<file path="config.mk">
export PLATFORM = sky130hd
export DESIGN_NAME = bsel_lookup_front
export DESIGN_NICKNAME = d
export VERILOG_FILES = /design/src/rtl/bsel_pkg.sv /design/src/rtl/bsel_index_gen.sv /design/src/rtl/bucket_mask_table.sv /design/src/rtl/enable_merge.sv /design/src/rtl/bsel_lookup_front.sv
export SDC_FILE = /design/constraint.sdc
export NUM_CORES = 1
export LEC_CHECK = 0
export ABC_CLOCK_PERIOD_IN_PS = 14500
export CELL_PAD_IN_SITES_DETAIL_PLACEMENT = 1
export CELL_PAD_IN_SITES_GLOBAL_PLACEMENT = 2
export CORE_MARGIN = 2
export CORE_UTILIZATION = 41
export CTS_BUF_LIST = sky130_fd_sc_hd__clkbuf_4 sky130_fd_sc_hd__clkbuf_8
export DETAILED_ROUTE_END_ITERATION = 8
export PLACE_DENSITY = 0.88
export REMOVE_ABC_BUFFERS = 1
export SLEW_MARGIN = 15
export SYNTH_ARGS = -nofsm -noshare
export SYNTH_HDL_FRONTEND = slang
export SYNTH_SLANG_ARGS = --single-unit
export TNS_END_PERCENT = 1
</file>
<file path="constraint.sdc">
create_clock -name clk -period 14.5 [get_ports clk]
set_clock_uncertainty 0.1 [all_clocks]
set_input_delay 2.9 -clock clk [delete_from_list [all_inputs] [get_ports clk]]
set_output_delay 2.9 -clock clk [all_outputs]
set_load 0.02 [all_outputs]
</file>
<file path="src/rtl/bsel_pkg.sv">
package bsel_pkg;
  localparam int FIELD_W = 16;
  localparam int IDX_W   = 4;
  typedef logic [IDX_W-1:0] field_idx_t;
endpackage

</file>
<file path="src/rtl/bsel_index_gen.sv">
// Holds the K bit selectors and forms the bucket number from the address field.
module bsel_index_gen
  import bsel_pkg::*;
#(
  parameter int K     = 4,
  parameter int POS_W = (K > 1) ? $clog2(K) : 1
) (
  input  logic               clk,
  input  logic               rst_n,
  input  logic               sel_we,
  input  logic [POS_W-1:0]   sel_pos,
  input  field_idx_t         sel_src,
  input  logic [FIELD_W-1:0] field,
  output logic [K-1:0]       bucket
);
  field_idx_t sel_q [K];

  for (genvar i = 0; i < K; i++) begin : g_sel
    always_ff @(posedge clk) begin
      if (!rst_n)
        sel_q[i] <= field_idx_t'(i);
      else if (sel_we && (sel_pos == POS_W'(i)))
        sel_q[i] <= sel_src;
    end
    assign bucket[i] = field[sel_q[i]];
  end
endmodule

</file>
<file path="src/rtl/bucket_mask_table.sv">
// One block mask per bucket; the read port returns the value before any same-cycle write.
module bucket_mask_table #(
  parameter int K    = 4,
  parameter int NBLK = 16,
  localparam int NBKT = 1 << K
) (
  input  logic            clk,
  input  logic            rst_n,
  input  logic            wr_en,
  input  logic [K-1:0]    wr_bkt,
  input  logic [NBLK-1:0] wr_mask,
  input  logic [K-1:0]    rd_bkt,
  output logic [NBLK-1:0] rd_mask
);
  logic [NBLK-1:0] tbl [NBKT];

  for (genvar b = 0; b < NBKT; b++) begin : g_ent
    always_ff @(posedge clk) begin
      if (!rst_n)
        tbl[b] <= '0;
      else if (wr_en && (wr_bkt == K'(b)))
        tbl[b] <= wr_mask;
    end
  end

  assign rd_mask = tbl[rd_bkt];
endmodule

</file>
<file path="src/rtl/enable_merge.sv">
// Merges the bucket mask with the always-search set and sizes the search.
module enable_merge #(
  parameter int NBLK        = 16,
  parameter int BLK_ENTRIES = 8192,
  parameter int CNT_W       = $clog2(NBLK * BLK_ENTRIES + 1)
) (
  input  logic [NBLK-1:0]  bucket_mask,
  input  logic [NBLK-1:0]  always_mask,
  output logic [NBLK-1:0]  merged_vec,
  output logic [CNT_W-1:0] merged_count
);
  function automatic logic [CNT_W-1:0] entries_for(input logic [NBLK-1:0] v);
    int n;
    n = 0;
    for (int b = 0; b < NBLK; b++)
      if (v[b]) n++;
    return CNT_W'(n * BLK_ENTRIES);
  endfunction

  assign merged_vec   = bucket_mask | always_mask;
  assign merged_count = entries_for(merged_vec);
endmodule

</file>
<file path="src/rtl/bsel_lookup_front.sv">
module bsel_lookup_front
  import bsel_pkg::*;
#(
  parameter int ADDR_W      = 32,
  parameter int K           = 4,
  parameter int NBLK        = 16,
  parameter int BLK_ENTRIES = 8192,
  localparam int POS_W      = (K > 1) ? $clog2(K) : 1,
  localparam int CNT_W      = $clog2(NBLK * BLK_ENTRIES + 1)
) (
  input  logic              clk,
  input  logic              rst_n,
  input  logic              sel_we,
  input  logic [POS_W-1:0]  sel_pos,
  input  logic [IDX_W-1:0]  sel_src,
  input  logic              map_we,
  input  logic [K-1:0]      map_bkt,
  input  logic [NBLK-1:0]   map_mask,
  input  logic [NBLK-1:0]   always_mask,
  input  logic              lk_valid,
  input  logic [ADDR_W-1:0] lk_addr,
  output logic              en_valid,
  output logic [K-1:0]      en_bucket,
  output logic [NBLK-1:0]   en_vec,
  output logic [CNT_W-1:0]  en_count
);
  logic [FIELD_W-1:0] addr_field;
  logic               unused_low_bits;
  logic [K-1:0]       bucket_w;
  logic [NBLK-1:0]    map_rd_mask;
  logic [NBLK-1:0]    merged_vec;
  logic [CNT_W-1:0]   merged_count;

  assign addr_field      = lk_addr[ADDR_W-1 -: FIELD_W];
  assign unused_low_bits = ^lk_addr[ADDR_W-FIELD_W-1:0];

  bsel_index_gen #(.K(K), .POS_W(POS_W)) u_index (
    .clk(clk), .rst_n(rst_n), .sel_we(sel_we), .sel_pos(sel_pos),
    .sel_src(field_idx_t'(sel_src)), .field(addr_field), .bucket(bucket_w)
  );

  bucket_mask_table #(.K(K), .NBLK(NBLK)) u_table (
    .clk(clk), .rst_n(rst_n), .wr_en(map_we), .wr_bkt(map_bkt),
    .wr_mask(map_mask), .rd_bkt(bucket_w), .rd_mask(map_rd_mask)
  );

  enable_merge #(.NBLK(NBLK), .BLK_ENTRIES(BLK_ENTRIES), .CNT_W(CNT_W)) u_merge (
    .bucket_mask(map_rd_mask), .always_mask(always_mask),
    .merged_vec(merged_vec), .merged_count(merged_count)
  );

  always_ff @(posedge clk) begin
    if (!rst_n || !lk_valid) begin
      en_valid  <= 1'b0;
      en_bucket <= '0;
      en_vec    <= '0;
      en_count  <= '0;
    end else begin
      en_valid  <= 1'b1;
      en_bucket <= bucket_w;
      en_vec    <= merged_vec;
      en_count  <= merged_count;
    end
  end
endmodule

</file>
==> results.cfg, run 1 <==
[route]
antenna_left = 0
routedWlPerCell_um = 23.03
first_pass_iters = 5
initialDrtViolationCount = 1083
route.detailed.drc = 0
route.vias.total = 11979
drt-vias-per-instance = 5.640
wl_um = 48910

[logic_synthesis]
ys_warn_count = 0
synth_flop_cell = edfxtp_1
synth-simple-area-share_pct = 22.27
ys_types = 99
synth_edf_count = 272
synth_compound_area_share_pct = 8.597
ys_seq_area_share_pct = 53.68
ys_ff_latch = 298
syn-cell-area_um2 = 16180
yosys.area_share.xor_xnor_pct = 3.757
synthArstFlopShare_pct = 0
synth_top_family_by_area = simple AND/OR/NAND/NOR gates
synth_mux_area_share_pct = 6.811
post_synth.cell_area_avg_um2 = 11.33
syn_inst = 1428
synthAdderAreaFrac_pct = 1.144

[min_path]
hp-start = u_table.tbl[0][11]
min_path_cells = 5
whs_endpoint = en_vec[11]
hp-class = flop to flop

[place]
post-place-ws_ns = -0.01845
gp_congestion = 0.8330
dp_hpwl_um = 33010
port_buffers = 88

[floorplan]
rows = 72
start_util_pct = 41.68
die_w_um = 202.7
die_y_um = 202.7
io_pins = 118
core_um2 = 38830
dieArea_um2 = 41080

[global_route]
grt_pass1_vias = 12607
grt_usage_pct = 23.98
grt_max_degree = 37
antenna_found_initial = 0
grt_pass1_wl_um = 74260
grt-ovfl-total = 0

[clock_network]
clkSinkCount = 298
cts_tree = built
cts_buffers = 51
cts_buffer_depth = 3
clk_pin_slew_ns = 0.06
postCtsHoldBufs = 0
clkLatencyLatePin_ns = 0.65
cts_root_buf = clkbuf_8
htree_levels = 2

[sta]
worst_slew_pin_slew_ns = 1.076
fin_crit_ns = 13.76
report.final.slew_viol_count = 0
max_freq_mhz = 72.66
setup_violations = 0
hold_violations = 0
hold_ws_ns = 0.8093
rsz0062_at_grt = false
slew_headroom_pct = 27.76
setup_ws_ns = 0.7370
tns_ns = 0
timing.final.crit_share_pct = 94.92

[layout]
area_growth_pct = 16.94
drive_gt1_share_pct = 15.26
num_antenna_cells = 0
fillers = 4168
fin_nets = 1662

[setup_path]
cpMostUsedCell = ha_1
slowest_delay_ns = 0.62
cp-start-kind = primary input
worstSetupEndpointType = flop
r2r_end = en_count[17]
slowest_stage = clkdlybuf4s50_1
critPathKind = primary input to flop
crit_path_start = lk_addr[20]
reg2reg_slack_ns = 2.75
required_ns = 14.98
reg2reg_from = u_index.sel_q[1][3]
critPathArrivalTime_ns = 14.24
cp_max_fo = 7
r2r_cells = 53

[flow_run]
drv_cap = 0

[run_status]
outcome = finished clean
## state kept, by name (all words and copies together), names as in the netlist
signal         count
en_bucket          4
en_valid           1
en_count           5
u_index.sel_q     16
en_vec            16
u_table.tbl      256
## per-stage QoR
step                utilization [%]  cells  cell area [µm²]
finish                        48.74   2124            18930
CTS                           48.69   2123            18900
global route                  48.74   2124            18930
floorplan                         -   1344            15730
global placement              46.10   2033            17900
detailed placement            46.10   2033            17900
## cells in the final DEF, fill, tap and decap left out, drive strengths merged, types with 9 or more instances in the layout
cell           synthesis  routed
nand3                 73      73
buf                   44      84
clkbuf                52      60
xor2                  11      11
inv                   27      29
mux2                  20      20
dfxtp                 26      26
a211oi                29      29
edfxtp               272     272
mux4                  12      12
nand2b                16      16
nand2                152     152
conb                   1      13
xnor2                 29      29
clkinv                 0      23
clkdlybuf4s50          0      88
o21ai                 42      42
and2                 279     279
a21oi                 22      22
a311oi                 9       9
and3                  18      18
mux2i                 59      59
nor2                  71      71
a311o                 11      11
ha                    14      14
## routing by layer
layer / global-route usage [%] / part of all wire (%) / up-vias
li1: - / - / 5412
met1: 31.26 / 41 / 6040
met2: 39.93 / 48 / 432
met3: 4.799 / 7.9 / 95
met4: 8.212 / 2.6 / 0
met5: 0 / 0 / -
## worst max-delay path by stage
stage / to / slack [ns] / depth (start not counted)
after floorplan: en_count[17] / 0.16 / 50
after global placement: en_count[17] / 0.35 / 53
after detailed placement: en_count[17] / -0.02 / 53
after CTS: en_count[17] / 0.61 / 53
after global routing: en_count[17] / 0.0007 / 54
final: en_count[17] / 0.74 / 54
## synth_stat cells (all sizes together) (4+ instances only)
master,count,area share (%)
a211o,6,0.34
a211oi,29,1.4
a21oi,22,0.77
a22oi,4,0.22
a311o,11,0.72
a311oi,9,0.49
a31oi,7,0.27
a32oi,5,0.27
and2,279,11
and3,18,0.70
and4,4,0.22
buf,44,1.8
clkbuf,52,1.3
dfxtp,26,3.2
edfxtp,272,50
ha,14,1.1
inv,27,0.63
mux2,20,1.4
mux2i,59,3.7
mux4,12,1.7
nand2,152,3.6
nand2b,16,0.62
nand3,73,2.3
nand3b,5,0.23
nand4,6,0.23
nor2,71,1.6
nor2b,6,0.23
nor3,8,0.25
nor3b,5,0.33
nor4,8,0.44
o21ai,42,1.3
o221ai,7,0.38
o22ai,6,0.31
or2,6,0.23
or3,5,0.20
xnor2,29,1.9
xnor3,7,1.0
xor2,11,0.73
## logic make-up after synthesis
family,Yosys count
simple gates,667
flops,298
compound gates,185
buf+inv,123
mux,91
xor+xnor,48
fa+ha+maj,15
other cells,1
## layout make-up
cell class / instances / area [µm²] / area share [%]
multi-input combinational: 1019 / 6972 / 36.84
tap: 518 / 648.1 / 3.425
inverter: 27 / 101.3 / 0.5355
timing repair buffer: 172 / 1511 / 7.986
clock buffer: 60 / 775.7 / 4.099
sequential: 298 / 8688 / 45.91
clock inverter: 30 / 229.0 / 1.210
## repair_timing
item,in CTS,in global routing
resized for setup,0,2
setup endpoints to repair,0,1
buffers inserted,0,1
## critical path, delay by kind of cell
kind	cells	cell delay (ns)
AO/OA/AOI/OAI	11	2.10
XOR/XNOR	2	0.50
adder cells (fa/ha/maj)	14	3.88
buffers and inverters	7	1.30
multiplexers	7	1.91
AND/OR/NAND/NOR	13	1.63
Power of run 1 is not shown: default switching activity piles up to over one toggle a cycle in this logic, so the estimate is an artifact.
==> run 2, diff against run 1 <==
--- a/config.mk
+++ b/config.mk
@@ -14,6 +14,7 @@
 export DETAILED_ROUTE_END_ITERATION = 8
 export PLACE_DENSITY = 0.88
 export REMOVE_ABC_BUFFERS = 1
+export SKIP_CTS_REPAIR_TIMING = 1
 export SLEW_MARGIN = 15
 export SYNTH_ARGS = -nofsm -noshare
 export SYNTH_HDL_FRONTEND = slang
==> results of run 2 <==
Final layout, timing and power as in run 1 (identical DEF).
Power of run 2 is left out for the same reason.
==> run 3, diff against run 2 <==
--- a/config.mk
+++ b/config.mk
@@ -5,11 +5,12 @@
 export SDC_FILE = /design/constraint.sdc
 export NUM_CORES = 1
 export LEC_CHECK = 0
+export ABC_AREA = 1
 export ABC_CLOCK_PERIOD_IN_PS = 14500
 export CELL_PAD_IN_SITES_DETAIL_PLACEMENT = 1
 export CELL_PAD_IN_SITES_GLOBAL_PLACEMENT = 2
 export CORE_MARGIN = 2
-export CORE_UTILIZATION = 41
+export CORE_UTILIZATION = 38
 export CTS_BUF_LIST = sky130_fd_sc_hd__clkbuf_4 sky130_fd_sc_hd__clkbuf_8
 export DETAILED_ROUTE_END_ITERATION = 8
 export PLACE_DENSITY = 0.88
==> run 3 against run 2 <==
- register-to-register slack better by 0.96 ns
- via count increased by 3.6%
- worst hold slack better by 0.014 ns
- critical endpoint unchanged
==> results.cfg, run 3 <==
[setup_path]
slowest_stage = clkdlybuf4s50_1
cpMostUsedCell = nand2_1
worstSetupEndpointType = flop
cp-start-kind = primary input
slowest_delay_ns = 0.60
critPathKind = primary input to flop
required_ns = 14.94
cp_max_fo = 35
critPathArrivalTime_ns = 13.42

[layout]
top_regs = u_table.tbl x256, en_vec x16, u_index.sel_q x16
largest_register_ffs = 256
num_antenna_cells = 0
drive_gt1_share_pct = 9.165
final_cell_mix = nor2_1 (379), edfxtp_1 (272), nand2_1 (266)
fin_nets = 1886
fin_area_um2 = 17720
layout_commonest_cell = nor2_1
largest_register = u_table.tbl
area_growth_pct = 13.54

[logic_synthesis]
synthArstFlopShare_pct = 0
synth_most_common_cell = nor2_1
ys_types = 42
synth_edf_count = 272
syn-cell-area_um2 = 15600
yosysTopAreaCellShare_pct = 52.35
yosys.area.top_type = edfxtp_1
ys_top_cells_by_count = nor2_1 (379), edfxtp_1 (272), nand2_1 (266), inv_1 (195), nand3_1 (161)
ys_ff_latch = 298
synth_flop_cell = edfxtp_1
post_synth.cell_area_avg_um2 = 9.008
syn_inst = 1732
ys_seq_area_share_pct = 55.69
yosys-top-cells-area = edfxtp_1 (52%), nor2_1 (9.1%), nand2_1 (6.4%), nand3_1 (5.2%), inv_1 (4.7%)
ys_warn_count = 0

[clock_network]
cts_buffer_depth = 3
cts_tree = built
htree_levels = 2
cts_buffers = 50
clkLatencyLatePin_ns = 0.64
clkSinkCount = 298
clk_pin_slew_ns = 0.06
cts_root_buf = clkbuf_8

[sta]
fin_crit_ns = 12.98
setup_violations = 0
rsz0062_at_grt = false
slew_headroom_pct = 26.49
max_freq_mhz = 77.04
timing.final.crit_share_pct = 89.52
tns_ns = 0
hold_violations = 0
worst_slew_pin_slew_ns = 1.100
report.final.slew_viol_count = 0

[floorplan]
start_util_pct = 38.39
rows = 74
die_y_um = 206.6
dieArea_um2 = 42700
io_pins = 118
core_um2 = 40650
die_w_um = 206.6

[route]
antenna_left = 0
routedWlPerCell_um = 19.27
route.detailed.drc = 0
initialDrtViolationCount = 835
wl_um = 45580
route.vias.total = 12406
drt-vias-per-instance = 5.246
first_pass_iters = 5

[power]
p_comb_share_pct = 43.9
power_density_nw_per_um2 = 178.2
power_switching_w = 0.001288
power_w = 0.003157
cell_internal_pwr_w = 0.001869
p_sw_share_pct = 40.80
peakVddDrop_v = 0.00007437
pwr-share-clk_pct = 24.0
p_leak_nw = 7.499
seq_power_share_pct = 32.1

[place]
gp_congestion = 0.7832
port_buffers = 88
dpl_cell_area_um2 = 16720
dp_hpwl_um = 29300

[run_status]
outcome = finished clean

[global_route]
grt_max_degree = 69
antenna_found_initial = 0
grt_usage_pct = 21.57
grt-ovfl-total = 0
grt_pass1_wl_um = 70050
grt_pass1_vias = 12697

[min_path]
hp-class = flop to flop

[flow_run]
drv_cap = 0
## run 3: per-stage QoR
stage | instances | utilization [%] | hold WS (ns) | setup slack (ns)
2_1_floorplan | 1640 | - | 0.6412 | 1.941
3_3_place_gp | 2273 | 41.13 | 0.7767 | 1.086
3_5_place_dp | 2273 | 41.13 | 0.8062 | 0.9528
4_1_cts | 2365 | 43.58 | 0.8208 | 1.591
5_1_grt | 2365 | 43.58 | 0.9103 | 0.5671
6_report | 2365 | 43.58 | 0.8230 | 1.520
## run 3: critical path: cells and delay by family
family / cells / cell delay, ns
compound gates: 3 / 0.51
fa+ha+maj: 14 / 3.85
buf+inv: 10 / 1.33
simple gates: 38 / 4.76
## run 3: final timing paths
check	endpoint	cells past startpoint	slack, ns	startpoint
setup / recovery	en_count[17]	65	1.52	lk_addr[23]
hold / removal	en_vec[4]	6	0.82	u_table.tbl[5][4]
setup reg to reg	en_count[17]	64	3.71	u_index.sel_q[0][0]
hold reg to reg	en_vec[4]	6	0.82	u_table.tbl[5][4]
## run 3: power by group through the flow
stage                     Sequential, W  Combinational (W)  Clock, W
after floorplan                 0.00104            0.00107         0
after global placement          0.00103            0.00135         0
after detailed placement        0.00103            0.00140         0
after CTS                       0.00101            0.00140  0.000772
after global routing            0.00102            0.00160  0.000803
final                           0.00101            0.00138  0.000758
## run 3: metal layers
layer	vias to the layer above	track usage (%)	wire, µm
met5	-	0	0
met1	6114	28.02	19750
met3	70	3.611	2906
met4	0	7.321	1040
li1	5875	-	-
met2	347	36.57	21880
## run 3: cell type report
cell class / count / area (µm²)
Timing Repair Buffer: 101 / 978.4
Multi-Input combinational cell: 1134 / 5607
Clock inverter: 21 / 131.4
Sequential cell: 298 / 8688
Fill cell: 4678 / 22930
Clock buffer: 71 / 864.6
Inverter: 208 / 780.7
Tap cell: 532 / 665.6
## run 3: kinds of logic after synthesis
logic type / Yosys count / synth area share, %
and+or+nand+nor: 923 / 26.38
other: 1 / 0.02403
muxes: 21 / 1.347
DFF: 298 / 55.69
AOI/OAI and AO/OA: 163 / 6.768
adders and majority gates: 14 / 1.123
buffers and inverters: 312 / 8.669
No activity file was read; power rests on OpenSTA's default activity.
